==> src/rtl/asrx_pkg.sv <==
package asrx_pkg;
  localparam int unsigned SAMPLE_W = 16;
  localparam int unsigned MIN_LEN  = 4;

  typedef enum logic [1:0] {
    FRM_EDGE     = 2'b00,
    FRM_EDGE_DLY = 2'b01,
    FRM_RIGHT    = 2'b10,
    FRM_WORDCLK  = 2'b11
  } frame_mode_e;
endpackage

==> src/rtl/asrx_sync.sv <==
module asrx_sync #(
  parameter int unsigned W      = 4,
  parameter int unsigned STAGES = 2
) (
  input  logic         clk,
  input  logic         rst_n,
  input  logic [W-1:0] d_i,
  output logic [W-1:0] q_o
);
  logic [W-1:0] pipe_q [STAGES];

  genvar g;
  generate
    for (g = 0; g < STAGES; g++) begin : g_stage
      if (g == 0) begin : g_first
        always_ff @(posedge clk or negedge rst_n) begin
          if (!rst_n) pipe_q[g] <= '0;
          else        pipe_q[g] <= d_i;
        end
      end else begin : g_next
        always_ff @(posedge clk or negedge rst_n) begin
          if (!rst_n) pipe_q[g] <= '0;
          else        pipe_q[g] <= pipe_q[g-1];
        end
      end
    end
  endgenerate

  assign q_o = pipe_q[STAGES-1];
endmodule

==> src/rtl/asrx_framer.sv <==
module asrx_framer
  import asrx_pkg::*;
#(
  parameter int unsigned RJ_OFFSET = 16
) (
  input  logic       clk,
  input  logic       rst_n,
  input  logic       bclk_s,
  input  logic       lr_s,
  input  logic       wc_s,
  input  logic [1:0] mode_i,
  input  logic       bclk_inv_i,
  output logic       bit_stb_o,
  output logic       start_o
);
  localparam int unsigned POS_W = $clog2(RJ_OFFSET + 2);
  localparam logic [POS_W-1:0] POS_MAX = {POS_W{1'b1}};

  frame_mode_e     mode;
  logic            bclk_prev_q;
  logic            lr_prev_q, lr_prev_d;
  logic            wc_prev_q, wc_prev_d;
  logic [POS_W-1:0] pos_q, pos_d, pos_now, msb_pos;
  logic            lr_edge, wc_rise;

  assign mode = frame_mode_e'(mode_i);

  // active edge of the synchronized bit clock
  assign bit_stb_o = bclk_inv_i ? (bclk_prev_q & ~bclk_s)
                                : (~bclk_prev_q & bclk_s);

  always_comb begin
    case (mode)
      FRM_EDGE_DLY: msb_pos = POS_W'(1);
      FRM_RIGHT:    msb_pos = POS_W'(RJ_OFFSET);
      default:      msb_pos = '0;
    endcase
  end

  always_comb begin
    lr_edge = lr_s ^ lr_prev_q;
    wc_rise = wc_s & ~wc_prev_q;
    if (lr_edge)             pos_now = '0;
    else if (pos_q == POS_MAX) pos_now = POS_MAX;
    else                     pos_now = pos_q + 1'b1;

    if (mode == FRM_WORDCLK) start_o = bit_stb_o & wc_rise;
    else                     start_o = bit_stb_o & (pos_now == msb_pos);

    lr_prev_d = lr_prev_q;
    wc_prev_d = wc_prev_q;
    pos_d     = pos_q;
    if (bit_stb_o) begin
      lr_prev_d = lr_s;
      wc_prev_d = wc_s;
      pos_d     = pos_now;
    end
  end

  always_ff @(posedge clk or negedge rst_n) begin
    if (!rst_n) begin
      bclk_prev_q <= 1'b0;
      lr_prev_q   <= 1'b0;
      wc_prev_q   <= 1'b0;
      pos_q       <= POS_MAX;
    end else begin
      bclk_prev_q <= bclk_s;
      lr_prev_q   <= lr_prev_d;
      wc_prev_q   <= wc_prev_d;
      pos_q       <= pos_d;
    end
  end
endmodule

==> src/rtl/asrx_assembler.sv <==
module asrx_assembler
  import asrx_pkg::*;
#(
  parameter int unsigned WORD_W = SAMPLE_W,
  parameter int unsigned LEN_W  = $clog2(WORD_W + 1)
) (
  input  logic              clk,
  input  logic              rst_n,
  input  logic              bit_stb_i,
  input  logic              start_i,
  input  logic              lr_i,
  input  logic              sd_i,
  input  logic [LEN_W-1:0]  field_len_i,
  output logic [WORD_W-1:0] left_o,
  output logic [WORD_W-1:0] right_o,
  output logic              valid_o
);
  localparam int unsigned IDX_W = $clog2(WORD_W);

  logic              busy_q, busy_d;
  logic              chan_q, chan_d;
  logic [LEN_W-1:0]  idx_q, idx_d, cur_idx, len_eff;
  logic [WORD_W-1:0] word_q, word_d, word_set;
  logic [WORD_W-1:0] hold_q, hold_d;
  logic              have_left_q, have_left_d;
  logic [WORD_W-1:0] left_q, left_d, right_q, right_d;
  logic              valid_q, valid_d;
  logic              take, last, cur_chan;
  logic [IDX_W-1:0]  bit_pos;

  always_comb begin
    if (field_len_i < LEN_W'(MIN_LEN))     len_eff = LEN_W'(MIN_LEN);
    else if (field_len_i > LEN_W'(WORD_W)) len_eff = LEN_W'(WORD_W);
    else                                   len_eff = field_len_i;
  end

  always_comb begin
    take     = bit_stb_i & (start_i | busy_q);
    cur_chan = start_i ? lr_i : chan_q;
    cur_idx  = start_i ? '0 : idx_q;
    word_set = start_i ? '0 : word_q;
    bit_pos  = IDX_W'(WORD_W - 1) - cur_idx[IDX_W-1:0];
    word_set[bit_pos] = sd_i;
    last     = take & (LEN_W'(cur_idx + 1'b1) == len_eff);

    busy_d      = busy_q;
    chan_d      = chan_q;
    idx_d       = idx_q;
    word_d      = word_q;
    hold_d      = hold_q;
    have_left_d = have_left_q;
    left_d      = left_q;
    right_d     = right_q;
    valid_d     = 1'b0;

    if (take) begin
      busy_d = ~last;
      chan_d = cur_chan;
      idx_d  = LEN_W'(cur_idx + 1'b1);
      word_d = word_set;
    end

    if (last) begin
      if (cur_chan) begin
        hold_d      = word_set;
        have_left_d = 1'b1;
      end else if (have_left_q) begin
        left_d      = hold_q;
        right_d     = word_set;
        valid_d     = 1'b1;
        have_left_d = 1'b0;
      end
    end
  end

  always_ff @(posedge clk or negedge rst_n) begin
    if (!rst_n) begin
      busy_q      <= 1'b0;
      chan_q      <= 1'b0;
      idx_q       <= '0;
      word_q      <= '0;
      hold_q      <= '0;
      have_left_q <= 1'b0;
      left_q      <= '0;
      right_q     <= '0;
      valid_q     <= 1'b0;
    end else begin
      busy_q      <= busy_d;
      chan_q      <= chan_d;
      idx_q       <= idx_d;
      word_q      <= word_d;
      hold_q      <= hold_d;
      have_left_q <= have_left_d;
      left_q      <= left_d;
      right_q     <= right_d;
      valid_q     <= valid_d;
    end
  end

  assign left_o  = left_q;
  assign right_o = right_q;
  assign valid_o = valid_q;
endmodule

==> src/rtl/audio_serial_rx.sv <==
module audio_serial_rx
  import asrx_pkg::*;
#(
  parameter int unsigned WORD_W      = SAMPLE_W,
  parameter int unsigned LEN_W       = $clog2(WORD_W + 1),
  parameter int unsigned SYNC_STAGES = 2,
  parameter int unsigned RJ_OFFSET   = 16
) (
  input  logic              clk,
  input  logic              rst_n,
  input  logic              bclk_i,
  input  logic              lrclk_i,
  input  logic              wclk_i,
  input  logic              sdata_i,
  input  logic [1:0]        mode_i,
  input  logic              bclk_inv_i,
  input  logic [LEN_W-1:0]  field_len_i,
  output logic [WORD_W-1:0] left_o,
  output logic [WORD_W-1:0] right_o,
  output logic              valid_o
);
  logic [3:0] pins_s;
  logic       bit_stb, start;

  asrx_sync #(.W(4), .STAGES(SYNC_STAGES)) u_sync (
    .clk   (clk),
    .rst_n (rst_n),
    .d_i   ({bclk_i, lrclk_i, wclk_i, sdata_i}),
    .q_o   (pins_s)
  );

  asrx_framer #(.RJ_OFFSET(RJ_OFFSET)) u_framer (
    .clk        (clk),
    .rst_n      (rst_n),
    .bclk_s     (pins_s[3]),
    .lr_s       (pins_s[2]),
    .wc_s       (pins_s[1]),
    .mode_i     (mode_i),
    .bclk_inv_i (bclk_inv_i),
    .bit_stb_o  (bit_stb),
    .start_o    (start)
  );

  asrx_assembler #(.WORD_W(WORD_W), .LEN_W(LEN_W)) u_asm (
    .clk         (clk),
    .rst_n       (rst_n),
    .bit_stb_i   (bit_stb),
    .start_i     (start),
    .lr_i        (pins_s[2]),
    .sd_i        (pins_s[0]),
    .field_len_i (field_len_i),
    .left_o      (left_o),
    .right_o     (right_o),
    .valid_o     (valid_o)
  );
endmodule

==> config.mk <==
export PLATFORM = sky130hd
export DESIGN_NAME = audio_serial_rx
export DESIGN_NICKNAME = d
export VERILOG_FILES = /design/src/rtl/asrx_pkg.sv /design/src/rtl/asrx_sync.sv /design/src/rtl/asrx_framer.sv /design/src/rtl/asrx_assembler.sv /design/src/rtl/audio_serial_rx.sv
export SDC_FILE = /design/constraint.sdc
export NUM_CORES = 1
export LEC_CHECK = 0
export CORE_MARGIN = 4
export CORE_UTILIZATION = 45
export CTS_CLUSTER_DIAMETER = 80
export DETAILED_ROUTE_END_ITERATION = 16
export DONT_BUFFER_PORTS = 1
export PLACE_DENSITY = 0.62
export SETUP_SLACK_MARGIN = 0.3
export SLEW_MARGIN = 10
export SYNTH_ARGS = -nofsm -noshare
export SYNTH_HDL_FRONTEND = slang
export SYNTH_SLANG_ARGS = --single-unit
==> constraint.sdc <==
create_clock -name clk -period 6.4 [get_ports clk]
set_input_delay 0.64 -clock clk [delete_from_list [all_inputs] [get_ports clk]]
set_output_delay 0.64 -clock clk [all_outputs]
set_load 0.05 [all_outputs]
# Word-level counts from Yosys, hierarchy flattened
# Index checks and enable logic that the tools add are counted.
# op_classes
div	0
n_mul	0
n_bitwise	14
reduce_logical	3
eq_ne	6
order_cmp	4
add_sub_neg	3
muxes	17
shifts	0
# op_table
operator	count
5-bit two-way mux	5
16-bit bitwise mux	1
16-bit two-way mux	1
5-bit by 1-bit adder with 5-bit output, second input constant	2
5-bit equality test	2
5-bit case mux with 2 select lines	1
1-bit two-way mux	8
1-bit AND	7
5-bit equality test, second input constant	1
5-bit greater-than comparator, second input constant	1
4-bit by 5-bit less-than comparator with 1-bit output, second input constant	1
5-bit by 3-bit less-than comparator with 1-bit output, second input constant	1
1-bit inverter	5
1-bit demux with 4-bit select	1
2-bit equality test, second input constant	2
4-bit by 1-bit >= comparator with 1-bit output, second input constant	1
4-bit subtractor, first input constant	1
3-bit AND reduction	1
2-bit by 1-bit equality test with 1-bit output, second input constant	1
2-bit AND reduction	1
1-bit logical AND	1
1-bit bitwise OR	1
1-bit bitwise XOR	1
# totals
reg_bits	89
mem_count	0
latch_bits	0
in_bits	14
mem_bits_ro	0
ramBits	0
out_inout_bits	33
elab_cells	62

# Depth between registers and ports, before layout
# logic_depth
ltp_word	13
ltp_mapped	18
mapped_depth_nobuf	17

# By module
# A second synthesis with hierarchy kept.
# hier_totals
hier_cells	334
hier_area_um2	4185.3
# modules_own_cells
mod	instances	seq_area_each_um2	area_each_um2	cells_per_inst
asrx_assembler	1	1826.8	3448.3	266
asrx_framer	1	206.4	506.7	56
asrx_sync	1	200.2	230.2	12

# Worst setup path before layout
# OpenSTA, ideal clock, no wires.
# synth_timing
path_kind	register -> register
start	register u_framer.pos_q[1]
end	register u_asm.hold_q[7]
required_time_ns	6.272
arrival_time_ns	4.422
setup_slack_ns	1.851
stages_incl_launch_ff	19
setup_ns	0.128
period_less_slack_ns	4.549
path_buffers	2
cell_sequence	dfstp_2 > ha_1 > and3_2 > nor4_1 > a311oi_1 > o21ai_2 > a21boi_2 > buf_2 > and2_1 > ha_1 > nand3_4 > xor2_1 > a2111oi_2 > o22ai_1 > a21oi_1 > o211ai_1 > nor4b_4 > buf_6 > mux2_1
# synth_via
elab_chain_len	13
word_cells_on_any_way	23
cone_classes	add/sub: 3; order compare: 2; eq/ne: 3; mux: 9; bitwise: 4; reduce/logical: 2
# synth_lines
element	line_no	text
start, declared	asrx_framer.sv:23	logic [POS_W-1:0] pos_q, pos_d, pos_now, msb_pos;
start signal, assigned	asrx_framer.sv:70	pos_q <= pos_d;
5-bit by 1-bit adder with 5-bit output / 5-bit equality test (equally long branches)	asrx_framer.sv:45, asrx_framer.sv:44	
5-bit two-way mux *	asrx_framer.sv:44	else if (pos_q == POS_MAX) pos_now = POS_MAX;
5-bit two-way mux *	asrx_framer.sv:43	if (lr_edge) pos_now = '0;
5-bit equality test *	asrx_framer.sv:48	else start_o = bit_stb_o & (pos_now == msb_pos);
1-bit AND *	asrx_framer.sv:48	
1-bit two-way mux *	asrx_framer.sv:47	if (mode == FRM_WORDCLK) start_o = bit_stb_o & wc_rise;
5-bit two-way mux	asrx_assembler.sv:40	cur_idx = start_i ? '0 : idx_q;
4-bit subtractor	asrx_assembler.sv:42	bit_pos = IDX_W'(WORD_W - 1) - cur_idx[IDX_W-1:0];
4-bit by 5-bit less-than comparator with 1-bit output (implied by the code) / 4-bit by 1-bit >= comparator with 1-bit output (equally long branches)	asrx_assembler.sv:43	word_set[bit_pos] = sd_i;
1-bit logical AND (implied by the code)	asrx_assembler.sv:43	
1-bit two-way mux (implied by the code)	asrx_assembler.sv:43	
1-bit demux with 4-bit select	n/a	
16-bit bitwise mux	asrx_assembler.sv:43	
end signal, assigned	asrx_assembler.sv:92	hold_q <= hold_d;
end, declared	asrx_assembler.sv:24	logic [WORD_W-1:0] hold_q, hold_d;
# Mark *: on every way between the ends. The rest lies on a longest branch, timed or not.
# A chain may end at the register's enable or synchronous reset.

# Worst setup path in the final report
# layout_timing
start	register u_framer.pos_q[0]
end	register u_asm.right_q[12] (netlist: u_asm.right_o[12])
# layout_via
elab_chain_len	13
word_cells_on_any_way	24
cone_classes	add/sub: 3; order compare: 2; eq/ne: 3; mux: 9; bitwise: 5; reduce/logical: 2
# layout_lines
element	line_no	text
5-bit by 1-bit adder with 5-bit output / 5-bit equality test (equally long branches)	asrx_framer.sv:45, asrx_framer.sv:44	
5-bit two-way mux *	asrx_framer.sv:44	
5-bit two-way mux *	asrx_framer.sv:43	
5-bit equality test *	asrx_framer.sv:48	
1-bit AND *	asrx_framer.sv:48	
1-bit two-way mux *	asrx_framer.sv:47	
5-bit two-way mux *	asrx_assembler.sv:40	
4-bit subtractor *	asrx_assembler.sv:42	
named net u_asm.bit_pos[0]	asrx_assembler.sv:29	logic [IDX_W-1:0] bit_pos;
4-bit by 5-bit less-than comparator with 1-bit output (implied by the code) / 4-bit by 1-bit >= comparator with 1-bit output (equally long branches)	asrx_assembler.sv:43	
1-bit logical AND (implied by the code)	asrx_assembler.sv:43	
1-bit two-way mux (implied by the code)	asrx_assembler.sv:43	
1-bit demux with 4-bit select *	n/a	
16-bit bitwise mux *	asrx_assembler.sv:43	
end signal, assigned	asrx_assembler.sv:95	right_q <= right_d;
end, declared	asrx_assembler.sv:26	logic [WORD_W-1:0] left_q, left_d, right_q, right_d;
# Mark *: on every way through the listed nets, which the timed path passes. The rest lies on a longest branch.

==> results by group <==
Setup path
  • Critical Path Fanout Max: 32
  • CP Cell Sequence: ha_1, and3_2, nor4_1, a311oi_1, o21ai_2, a21boi_2, nand2_1, inv_2, ha_1, nand3_4, xor2_1, a2111oi_2, o22ai_1, a21oi_1, o211ai_1, nor4_4, buf_4, mux2_2
  • Startpoint types: flip-flop
  • Worst path most repeated cell: ha_1
  • CP max stage delay: 0.65 ns
  • Crit path max-delay cell type: dfstp_2
  • WP data required: 6.64 ns
  • Crit path DAT: 5.84 ns
  • Crit end category: flip-flop
  • Crit Path Class: flip-flop to flip-flop

Floorplanning
  • I/O pins: 47
  • Core area: 0.00928 mm2
  • Row Count: 35
  • Die width: 106 um
  • Initial core utilization: 46.3%
  • Die ar.: 0.0112 mm2
  • Die height: 106 um

Timing
  • Pins Over Slew Limit: 0
  • Maximum clock rate: approximately 180 MHz
  • Final Setup Violations: 0
  • Crit share post-route: just under 90%
  • Setup_tns: 0 ns
  • Post-layout min period: ~5.6 ns
  • RSZ-0062 raised after global routing: false
  • Slew margin rel.: between 50% and 60%
  • Clock Skew: 0.0142 ns
  • Actual slew at the worst max-slew pin: just under 0.7 ns
  • Final Hold Viols: 0

Power and ir drop
  • Sequential power share: 46.4%
  • Pint: 1.11 mW
  • Leak: 2.14 nW
  • VDD IR max: between 0.0002 and 0.00025 V
  • Sw Share: a little under two fifths
  • Sw power: about 660 uW
  • Cell Pwr Density: 381 mW/mm2
  • Clk pwr share: 25.4%
  • Combinational power share: between 20% and 30%

Routing
  • Antenna viol nets, final: 0
  • WL per Instance: 17.1 um
  • 1st-pass router iterations: 6
  • Iteration-0 DRC Markers: about 160
  • Vias per inst: 5.54
  • Final wirelength: between 8 and 9 mm
  • DRC viols: 0
  • Vias: about 2.8k

Placed design
  • IO Port Bufs: 0
  • Placer congestion estimate: 0.864
  • Detailed Place HPWL: 5.71 mm

Layout
  • Post-Route Utilization: between 50% and 60%
  • Layout area overhead: 8.30%
  • # diodes: 0
  • Fill cells: roughly 840
  • Share of layout cells above drive strength 1: 24.8%
  • Final nets: 385
  • Area of the multi-input gates: 0.00195 mm2
  • Sequential cell area: 0.00223 mm2

Yosys
  • Synth cell types: 66
  • Syn Nets: ~390
  • Synth async-reset ratio: 100%
  • Mapped Avg Cell Area: 11.7 um2
  • Ys flop type: dfrtp_1
  • Register area share after synthesis: 52.0%
  • Synthesized flop and latch total: between 80 and 90
  • Post-Synthesis Cell Area: 0.00429 mm2
  • Syn. warnings: 0
  • Synth Instances: 368
  • Number of synthesized flops with an enable pin: 0

Clock network
  • TritonCTS Buffers: 9
  • Worst skew pair latency: 0.36 ns
  • CTS tree: done
  • Clock Tree Root: clkbuf_8
  • Clk buf depth: 2
  • CTS clk-pin slew, worst paths: about 0.10 ns
  • Post-CTS Setup Inserts: 0
  • H-tree Lvls: 3
  • CTS Sinks: 89

GRT
  • First-pass GRT wire length: 14.6 mm
  • Vias in the first global route: 2844
  • GR Util All Layers: 16.2%
  • Largest net degree at the start of global routing: between 80 and 90
  • Initial antenna violation count: 0
  • Total gr overflow: 0

Hold path
  • Type of the most critical hold path: primary input to async pin

Flow run
  • MaxCap Viol Count: 0

Run status
  • Status: complete, no violations
==> cells in the final DEF, fill, tap and decap left out, drive strengths merged, types with 2 or more instances in the layout <==
master	n
o211ai	5
nand4b	2
nor2b	2
buf	5
dfrtp	84
mux2	63
a21boi	2
a32o	4
o21ai	13
nand2	44
xnor2	6
o21a	2
inv	8
nor3b	2
or2	2
clkbuf	10
xor2	5
bufinv	2
nand2b	4
nor4	2
dfstp	5
nand3	17
nor4b	2
mux2i	5
and2	5
nor2	18
ha	5
and3	3
a21oi	21
==> per-stage QoR <==
step | hold WS, ns | instances | instance area (um2) | power (mW) | setup WS [ns]
6_report | 0.113 | 500 | 4650 | 1.77 | 0.798
5_1_grt | 0.0847 | 500 | 4650 | 1.89 | 0.348
4_1_cts | 0.0994 | 500 | 4650 | 1.79 | 0.834
3_5_place_dp | 0.336 | 483 | 4390 | 1.32 | 0.862
3_3_place_gp | 0.334 | 483 | 4390 | 1.31 | 1.04
2_1_floorplan | 0.331 | 368 | 4290 | 1.22 | 1.85
==> metal layers <==
layer | up-vias | part of all wire, % | global-route usage, % | wire length, um
li1 | 1308 | - | - | -
met1 | 1380 | 47 | 22.7 | 4010
met2 | 67 | 46 | 24.4 | 3900
met3 | 13 | 5.8 | 4.78 | 491
met4 | 0 | 1.6 | 5.27 | 136
met5 | - | 0 | 0 | 0
==> critical path: cells and delay by family (launching register included) <==
family | cells | cell delay (ns)
muxes | 1 | 0.39
and+or+nand+nor | 5 | 0.93
AOI/OAI and AO/OA | 7 | 1.94
DFF | 1 | 0.65
adders and majority gates | 2 | 0.79
buffers and inverters | 2 | 0.57
xor gates and xnor gates | 1 | 0.19
==> area by class of cell <==
cell class	count	area share, %
clock buffers	10	2.96
clock inverters	6	2.07
inverters	5	0.404
multi-input cells	256	41.8
flip-flops and latches	89	48.0
well taps	129	3.47
repair buffers	5	1.24
==> synth_stat cells (all sizes together) (4+ instances only) <==
library cell   n  area, um2
nor2          18       67.6
mux2i          5       50.1
xor2           5       51.3
o211ai         5       37.5
nand3         17       97.6
clkbuf         7       27.5
and2           5       31.3
dfstp          5        131
a21oi         21        105
ha             5       62.6
xnor2          6       60.1
o21ai         13       68.8
a32o           4       40.0
inv            5       18.8
buf           11       68.8
dfrtp         84       2100
nand2         44        165
mux2          63        709
nand2b         4       25.0
==> power by group through the flow <==
stage / logic, mW / clock network, mW / registers, mW
global route: 0.562 / 0.489 / 0.840
CTS: 0.505 / 0.459 / 0.824
finish: 0.499 / 0.451 / 0.823
global placement: 0.476 / 0 / 0.831
floorplan: 0.431 / 0 / 0.789
detailed placement: 0.489 / 0 / 0.834
==> final timing paths <==
kind	cells past startpoint	startpoint	to	slack (ns)
hold / removal	0	rst_n	u_framer.pos_q[3]	0.11
max in group asynchronous	1	rst_n	u_asm.left_o[7]	5.89
setup / recovery	18	u_framer.pos_q[0]	u_asm.right_o[12]	0.80
min in group clk	0	sdata_i	u_sync.pipe_q[4]	0.31
setup reg to reg	18	u_framer.pos_q[0]	u_asm.right_o[12]	0.80
hold reg to reg	0	u_sync.pipe_q[5]	u_sync.q_o[1]	0.34
==> state kept, by name, indices dropped and copies added (netlist names) <==
name                  flops
u_asm.hold_q             16
u_asm.left_o             16
u_asm.right_o            16
u_asm.word_q             16
u_asm.idx_q               5
u_framer.pos_q            5
u_sync.pipe_q             4
u_sync.q_o                4
u_asm.busy_q              1
u_asm.chan_q              1
u_asm.have_left_q         1
u_asm.valid_o             1
u_framer.bclk_prev_q      1
u_framer.lr_prev_q        1
u_framer.wc_prev_q        1
==> cells by family after synthesis <==
logic type / count (synthesis) / synth area share (%)
AOI/OAI and AO/OA: 62 / 10.1
xor gates and xnor gates: 11 / 2.59
adders and majority gates: 5 / 1.46
buffers and inverters: 23 / 2.68
DFF: 89 / 52.0
muxes: 68 / 17.7
and+or+nand+nor: 110 / 13.5
==> repair_timing <==
| action | in CTS | in global routing |
|---|---|---|
| gates resized for setup | 0 | 0 |
| hold buffers | 1 | 0 |
| endpoints found under the hold margin | 84 | 0 |
Note: power is estimated with default switching activity, not from simulation.
